[src/rtl/tfs_pkg.sv]
package tfs_pkg;
  typedef enum logic [1:0] {
    TX_OK        = 2'd0,
    TX_UNDERFLOW = 2'd1,
    TX_FLUSHED   = 2'd2,
    TX_ABORTED   = 2'd3
  } tx_stat_e;
endpackage

[src/rtl/tfs_issue.sv]
// Raises fetch requests and tracks the single running fetch.
module tfs_issue #(
  parameter int MAX_INFLIGHT = 2,
  parameter int TAG_W        = 4,
  parameter int CW           = $clog2(MAX_INFLIGHT + 1)
) (
  input  logic             clk,
  input  logic             rst_n,
  input  logic             cfg_overlap,
  input  logic             work_avail,
  input  logic             req_ready,
  input  logic             fetch_done,
  input  logic [CW-1:0]    inflight,
  output logic             req_valid,
  output logic [TAG_W-1:0] req_tag,
  output logic             issue_fire,
  output logic             fetching
);
  localparam logic [CW-1:0] LIMIT = CW'(MAX_INFLIGHT);

  logic             req_q;
  logic             fetch_q;
  logic [TAG_W-1:0] tag_q;
  logic             room;
  logic             allowed;

  // serial mode needs an empty pipeline; overlap mode only needs a free slot
  assign room    = (inflight < LIMIT) && (cfg_overlap || (inflight == '0));
  assign allowed = work_avail && !req_q && !fetch_q && room;

  assign issue_fire = req_q && req_ready;
  assign req_valid  = req_q;
  assign req_tag    = tag_q;
  assign fetching   = fetch_q;

  always_ff @(posedge clk or negedge rst_n) begin
    if (!rst_n) begin
      req_q   <= 1'b0;
      fetch_q <= 1'b0;
      tag_q   <= '0;
    end else begin
      if (allowed)         req_q <= 1'b1;
      else if (issue_fire) req_q <= 1'b0;

      if (issue_fire)      fetch_q <= 1'b1;
      else if (fetch_done) fetch_q <= 1'b0;

      if (issue_fire)      tag_q <= tag_q + 1'b1;
    end
  end
endmodule

[src/rtl/tfs_order_q.sv]
// Ordered in-flight queue: tags pushed at issue, codes filled in arrival order.
module tfs_order_q
  import tfs_pkg::*;
#(
  parameter int DEPTH = 2,
  parameter int TAG_W = 4,
  parameter int CW    = $clog2(DEPTH + 1)
) (
  input  logic             clk,
  input  logic             rst_n,
  input  logic             push,
  input  logic [TAG_W-1:0] push_tag,
  input  logic             st_valid,
  input  tx_stat_e         st_code,
  input  logic             pop,
  output logic [CW-1:0]    count,
  output logic             head_ready,
  output logic [TAG_W-1:0] head_tag,
  output tx_stat_e         head_code
);
  localparam int PW = (DEPTH > 1) ? $clog2(DEPTH) : 1;
  localparam logic [PW:0] DEPTH_S = (PW + 1)'(DEPTH);

  logic [PW-1:0] hp_q;
  logic [CW-1:0] cnt_q;
  logic [CW-1:0] nst_q;
  logic          st_acc;
  logic [PW-1:0] wr_idx;
  logic [PW-1:0] st_idx;

  logic [DEPTH-1:0][TAG_W-1:0] tag_v;
  logic [DEPTH-1:0][1:0]       code_v;

  function automatic logic [PW-1:0] wrap(input logic [PW:0] s);
    if (s >= DEPTH_S) return PW'(s - DEPTH_S);
    return PW'(s);
  endfunction

  // statuses only bind to frames still lacking one
  assign st_acc = st_valid && (nst_q < cnt_q);
  assign wr_idx = wrap((PW + 1)'(hp_q) + (PW + 1)'(cnt_q));
  assign st_idx = wrap((PW + 1)'(hp_q) + (PW + 1)'(nst_q));

  always_ff @(posedge clk or negedge rst_n) begin
    if (!rst_n) begin
      hp_q  <= '0;
      cnt_q <= '0;
      nst_q <= '0;
    end else begin
      if (pop) hp_q <= wrap((PW + 1)'(hp_q) + (PW + 1)'(1));
      cnt_q <= cnt_q + CW'(push) - CW'(pop);
      nst_q <= nst_q + CW'(st_acc) - CW'(pop);
    end
  end

  for (genvar i = 0; i < DEPTH; i++) begin : g_ent
    logic [TAG_W-1:0] tag_r;
    logic [1:0]       code_r;
    always_ff @(posedge clk or negedge rst_n) begin
      if (!rst_n) begin
        tag_r  <= '0;
        code_r <= TX_OK;
      end else begin
        if (push && (wr_idx == PW'(i)))   tag_r  <= push_tag;
        if (st_acc && (st_idx == PW'(i))) code_r <= st_code;
      end
    end
    assign tag_v[i]  = tag_r;
    assign code_v[i] = code_r;
  end

  assign count      = cnt_q;
  assign head_ready = (nst_q != '0);
  assign head_tag   = tag_v[hp_q];
  assign head_code  = tx_stat_e'(code_v[hp_q]);
endmodule

[src/rtl/tfs_release.sv]
// Release port: presents the head frame once its status is known.
module tfs_release
  import tfs_pkg::*;
#(
  parameter int TAG_W = 4
) (
  input  logic             head_ready,
  input  logic [TAG_W-1:0] head_tag,
  input  tx_stat_e         head_code,
  input  logic             rel_ready,
  output logic             rel_valid,
  output logic [TAG_W-1:0] rel_tag,
  output logic [1:0]       rel_code,
  output logic             pop
);
  assign rel_valid = head_ready;
  assign rel_tag   = head_tag;
  assign rel_code  = head_code;
  assign pop       = head_ready && rel_ready;
endmodule

[src/rtl/tx_fetch_seq.sv]
module tx_fetch_seq
  import tfs_pkg::*;
#(
  parameter int MAX_INFLIGHT = 2,
  parameter int TAG_W        = 4
) (
  input  logic             clk,
  input  logic             rst_n,
  input  logic             cfg_overlap,
  input  logic             work_avail,
  output logic             req_valid,
  input  logic             req_ready,
  output logic [TAG_W-1:0] req_tag,
  input  logic             fetch_done,
  input  logic             st_valid,
  input  logic [1:0]       st_code,
  output logic             rel_valid,
  input  logic             rel_ready,
  output logic [TAG_W-1:0] rel_tag,
  output logic [1:0]       rel_code
);
  localparam int CW = $clog2(MAX_INFLIGHT + 1);

  logic [CW-1:0]    inflight;
  logic             issue_fire;
  logic             fetching;
  logic             pop;
  logic             head_ready;
  logic [TAG_W-1:0] head_tag;
  tx_stat_e         head_code;

  tfs_issue #(.MAX_INFLIGHT(MAX_INFLIGHT), .TAG_W(TAG_W), .CW(CW)) u_issue (
    .clk(clk), .rst_n(rst_n), .cfg_overlap(cfg_overlap), .work_avail(work_avail),
    .req_ready(req_ready), .fetch_done(fetch_done), .inflight(inflight),
    .req_valid(req_valid), .req_tag(req_tag), .issue_fire(issue_fire),
    .fetching(fetching)
  );

  tfs_order_q #(.DEPTH(MAX_INFLIGHT), .TAG_W(TAG_W), .CW(CW)) u_q (
    .clk(clk), .rst_n(rst_n), .push(issue_fire), .push_tag(req_tag),
    .st_valid(st_valid), .st_code(tx_stat_e'(st_code)), .pop(pop),
    .count(inflight), .head_ready(head_ready), .head_tag(head_tag),
    .head_code(head_code)
  );

  tfs_release #(.TAG_W(TAG_W)) u_rel (
    .head_ready(head_ready), .head_tag(head_tag), .head_code(head_code),
    .rel_ready(rel_ready), .rel_valid(rel_valid), .rel_tag(rel_tag),
    .rel_code(rel_code), .pop(pop)
  );
endmodule

[config.mk]
export PLATFORM = sky130hd
export DESIGN_NAME = tx_fetch_seq
export DESIGN_NICKNAME = d
export VERILOG_FILES = /design/src/rtl/tfs_pkg.sv /design/src/rtl/tfs_issue.sv /design/src/rtl/tfs_order_q.sv /design/src/rtl/tfs_release.sv /design/src/rtl/tx_fetch_seq.sv
export SDC_FILE = /design/constraint.sdc
export NUM_CORES = 1
export LEC_CHECK = 0
export ABC_AREA = 1
export CAP_MARGIN = 20
export CORE_ASPECT_RATIO = 0.5
export CORE_UTILIZATION = 34
export DETAILED_ROUTE_END_ITERATION = 8
export DONT_BUFFER_PORTS = 1
export PLACE_DENSITY_LB_ADDON = 0.1
export SYNTH_ARGS = -nofsm -noshare
export SYNTH_HDL_FRONTEND = slang
export SYNTH_SLANG_ARGS = --single-unit
[constraint.sdc]
create_clock -name clk -period 1.9 [get_ports clk]
set_input_delay 0.095 -clock clk [delete_from_list [all_inputs] [get_ports clk]]
set_output_delay 0.095 -clock clk [all_outputs]
set_load 0.005 [all_outputs]
==> results_dict.tcl <==
set metrics [dict create \
    required_ps 2060 \
    fp.coreArea_um2 3100 \
    cts_buffers 3 \
    synth_top_family_by_area "simple AND/OR/NAND/NOR gates" \
    synthSimpleGateAreaFrac 0.283 \
    nFillCells 313 \
    finClkSkew_ps 9.23 \
    grt_setup_unrepaired "no" \
    die_w_um 84.2 \
    viasPerCell 4.66 \
    seq_area_frac_synth 0.501 \
    synth_ff_type "dfrtp_1" \
    async_reset_ff_frac 1.00 \
    hold_violations 0 \
    grt_use_total 0.150 \
    avgSynthCellArea_um2 8.64 \
    start_util 0.370 \
    powerDensity_nw_per_um2 1680 \
    synth_warnings 0 \
    worst_slew_pin_slew_ps 404 \
    fin_crit_ps 1770 \
    crit_type "flip-flop to flip-flop" \
    crit_family "adder cells" \
    place_area_um2 1210 \
    grt_pass1_vias 854 \
    drc 2 \
    drv_cap 0 \
    hpwl_mm 1.73 \
    synth.area.mux_share 0 \
    clkTransAtPathRegs_ps 90 \
    clockBufferDepth 2 \
    vias 867 \
    crit_start "u_q.nst_q[1]$_DFF_PN0_" \
    place_congestion 0.689 \
    syn_inst 133 \
    synth-compound-area-share 0.0142 \
    critical_path_buf_inv_count 2 \
    num_rows 14 \
    r2r-start "u_q.nst_q[1]$_DFF_PN0_" \
    pin_count 22 \
    hold_path_class "input port to flip-flop" \
    violations "DRC" \
    area_growth_pct 18.2 \
    max_freq_ghz 0.563 \
    ys_types 19 \
    wl_mm 2.37 \
    finalNetCount 163 \
    clock_sinks 23 \
    startpoint_type "flip-flop" \
    yosysTopAreaCellShare 0.501 \
    grt_max_degree 24 \
    synth_edf_count 0 \
    syn_area_um2 1150 \
    drt-initial-drc-count 45 \
    slowest_stage "dfrtp_1" \
    ir_drop_uv 440 \
    worstPathCellList "or2_2 -> nand2_1 -> inv_1 -> ha_1 -> inv_1 -> ha_1 -> xnor2_2 -> xor2_1" \
    end_kind "flip-flop" \
    finalSetupViolCount 0 \
    critical-path-max-stage-delay_ps 400 \
    portBuffers 0 \
    diodes 0 \
    leakage_uw 0.000717 \
    yosys-top-cells-area "dfrtp_1 50%, nand2_1 19%, ha_1 6.5%" \
    dieArea_um2 3630 \
    slew_violations 0 \
    overflow 0 \
    status "finished with violations" \
    synth-seq-cells 23 \
    synth_nets 149 \
    antenna_left 0 \
    synthAdderAreaFrac 0.0654 \
    die_h_um 43.1 \
    tns_ps 0 \
    grt_pass1_wl_mm 4.00 \
    insertion_delay_ps 270 \
    arrival_ps 1940 \
    root_buffer "clkbuf_8" \
    synth_xor_area_frac 0.0893 \
    layout_common_cells "57 x nand2_1, 23 x dfrtp_1, 12 x nand3_1" \
    antenna_found_initial 0 \
    yosysTopAreaCell "dfrtp_1" \
    fin_area_um2 1360 \
    mostFrequentLayoutCell "nand2_1" \
    wire_per_inst_um 12.7 \
    worstHoldStart "rel_ready" \
    period_share 0.934 \
    path_max_fanout 3 \
    first_pass_iters 6 \
    layout-drive-gt1-share 0.103 \
    utilization 0.438 \
    tritoncts "done" \
    slew_headroom 0.730 \
    cts-htree-levels 1 \
]
==> layer usage <==
layer,up-vias,wire [um],GRT usage
met5,-,0,0
met4,0,12,0.0517
met3,2,108,0.0564
met2,16,1020,0.220
met1,403,1220,0.204
li1,446,-,-
==> cell usage after synthesis, types with 2 or more instances <==
master   count
nand3_1     12
o21ai_0      2
xor2_1       3
ha_1         6
nand4_1      4
nand2_1     57
xnor2_1      5
dfrtp_1     23
inv_1       10
nor2_1       2
==> cell families (layout without fill, tap and decap cells) <==
family          Yosys count  after routing
compound gates            3              3
flops                    23             23
fa+ha+maj                 6              6
buf+inv                  13             26
xor+xnor                 10             10
simple gates             78             78
==> stage by stage <==
stage / power [uW] / setup slack [ps] / cells / hold WS [ps]
after global routing: 2530 / 7.41 / 186 / 43.8
after CTS: 2260 / 110 / 183 / 15.0
after detailed placement: 1920 / 125 / 174 / -200
final: 2280 / 125 / 186 / 25.0
after global placement: 1900 / 170 / 174 / -200
after floorplan: 1670 / 211 / 133 / -201
==> state kept, by name (all words and copies together) (netlist names) <==
name	cells
u_q.g_ent.code_r	4
u_q.nst_q	2
u_issue.req_valid	1
u_issue.fetching	1
u_q.g_ent.tag_r	8
u_q.count	2
u_issue.req_tag	4
u_q.hp_q	1
==> power by group <==
group	leakage, uW	internal (uW)	total (uW)	switching, uW
Sequential	0.000286	723	941	219
Clock	0.0000217	149	316	167
Combinational	0.000409	424	1020	600
==> repair_timing <==
item | 4_1_cts | 5_1_grt
setup buffers | 0 | 2
gates resized for setup | 0 | 1
hold buffers | 5 | 0
hold endpoints to repair | 29 | 0
setup endpoints to repair | 0 | 1
==> path summary, 6_finish.rpt <==
| kind | cells past startpoint | to | slack (ps) |
|---|---|---|---|
| max | 8 | u_q.count[1]$_DFF_PN0_ | 130 |
| min | 2 | u_q.hp_q$_DFFE_PN0P_ | 20 |
| max reg2reg | 8 | u_q.count[1]$_DFF_PN0_ | 130 |
| min reg2reg | 2 | u_q.g_ent[1].code_r[1]$_DFFE_PN0P_ | 470 |
| max in group asynchronous | 2 | u_q.nst_q[1]$_DFF_PN0_ | 1290 |
| min in group asynchronous | 1 | u_q.g_ent[0].tag_r[0]$_DFFE_PN0P_ | 180 |
==> layout make-up <==
cell class	instances	area, um^2	share of cell area
sequential	23	576	0.424
clock buffer	3	41.3	0.0304
timing repair buffer	11	115	0.0848
multi-input combinational	97	527	0.388
inverter	11	41.3	0.0304
tap	40	50.0	0.0369
clock inverter	1	7.51	0.00553
No activity file was read; power rests on OpenSTA's default activity.
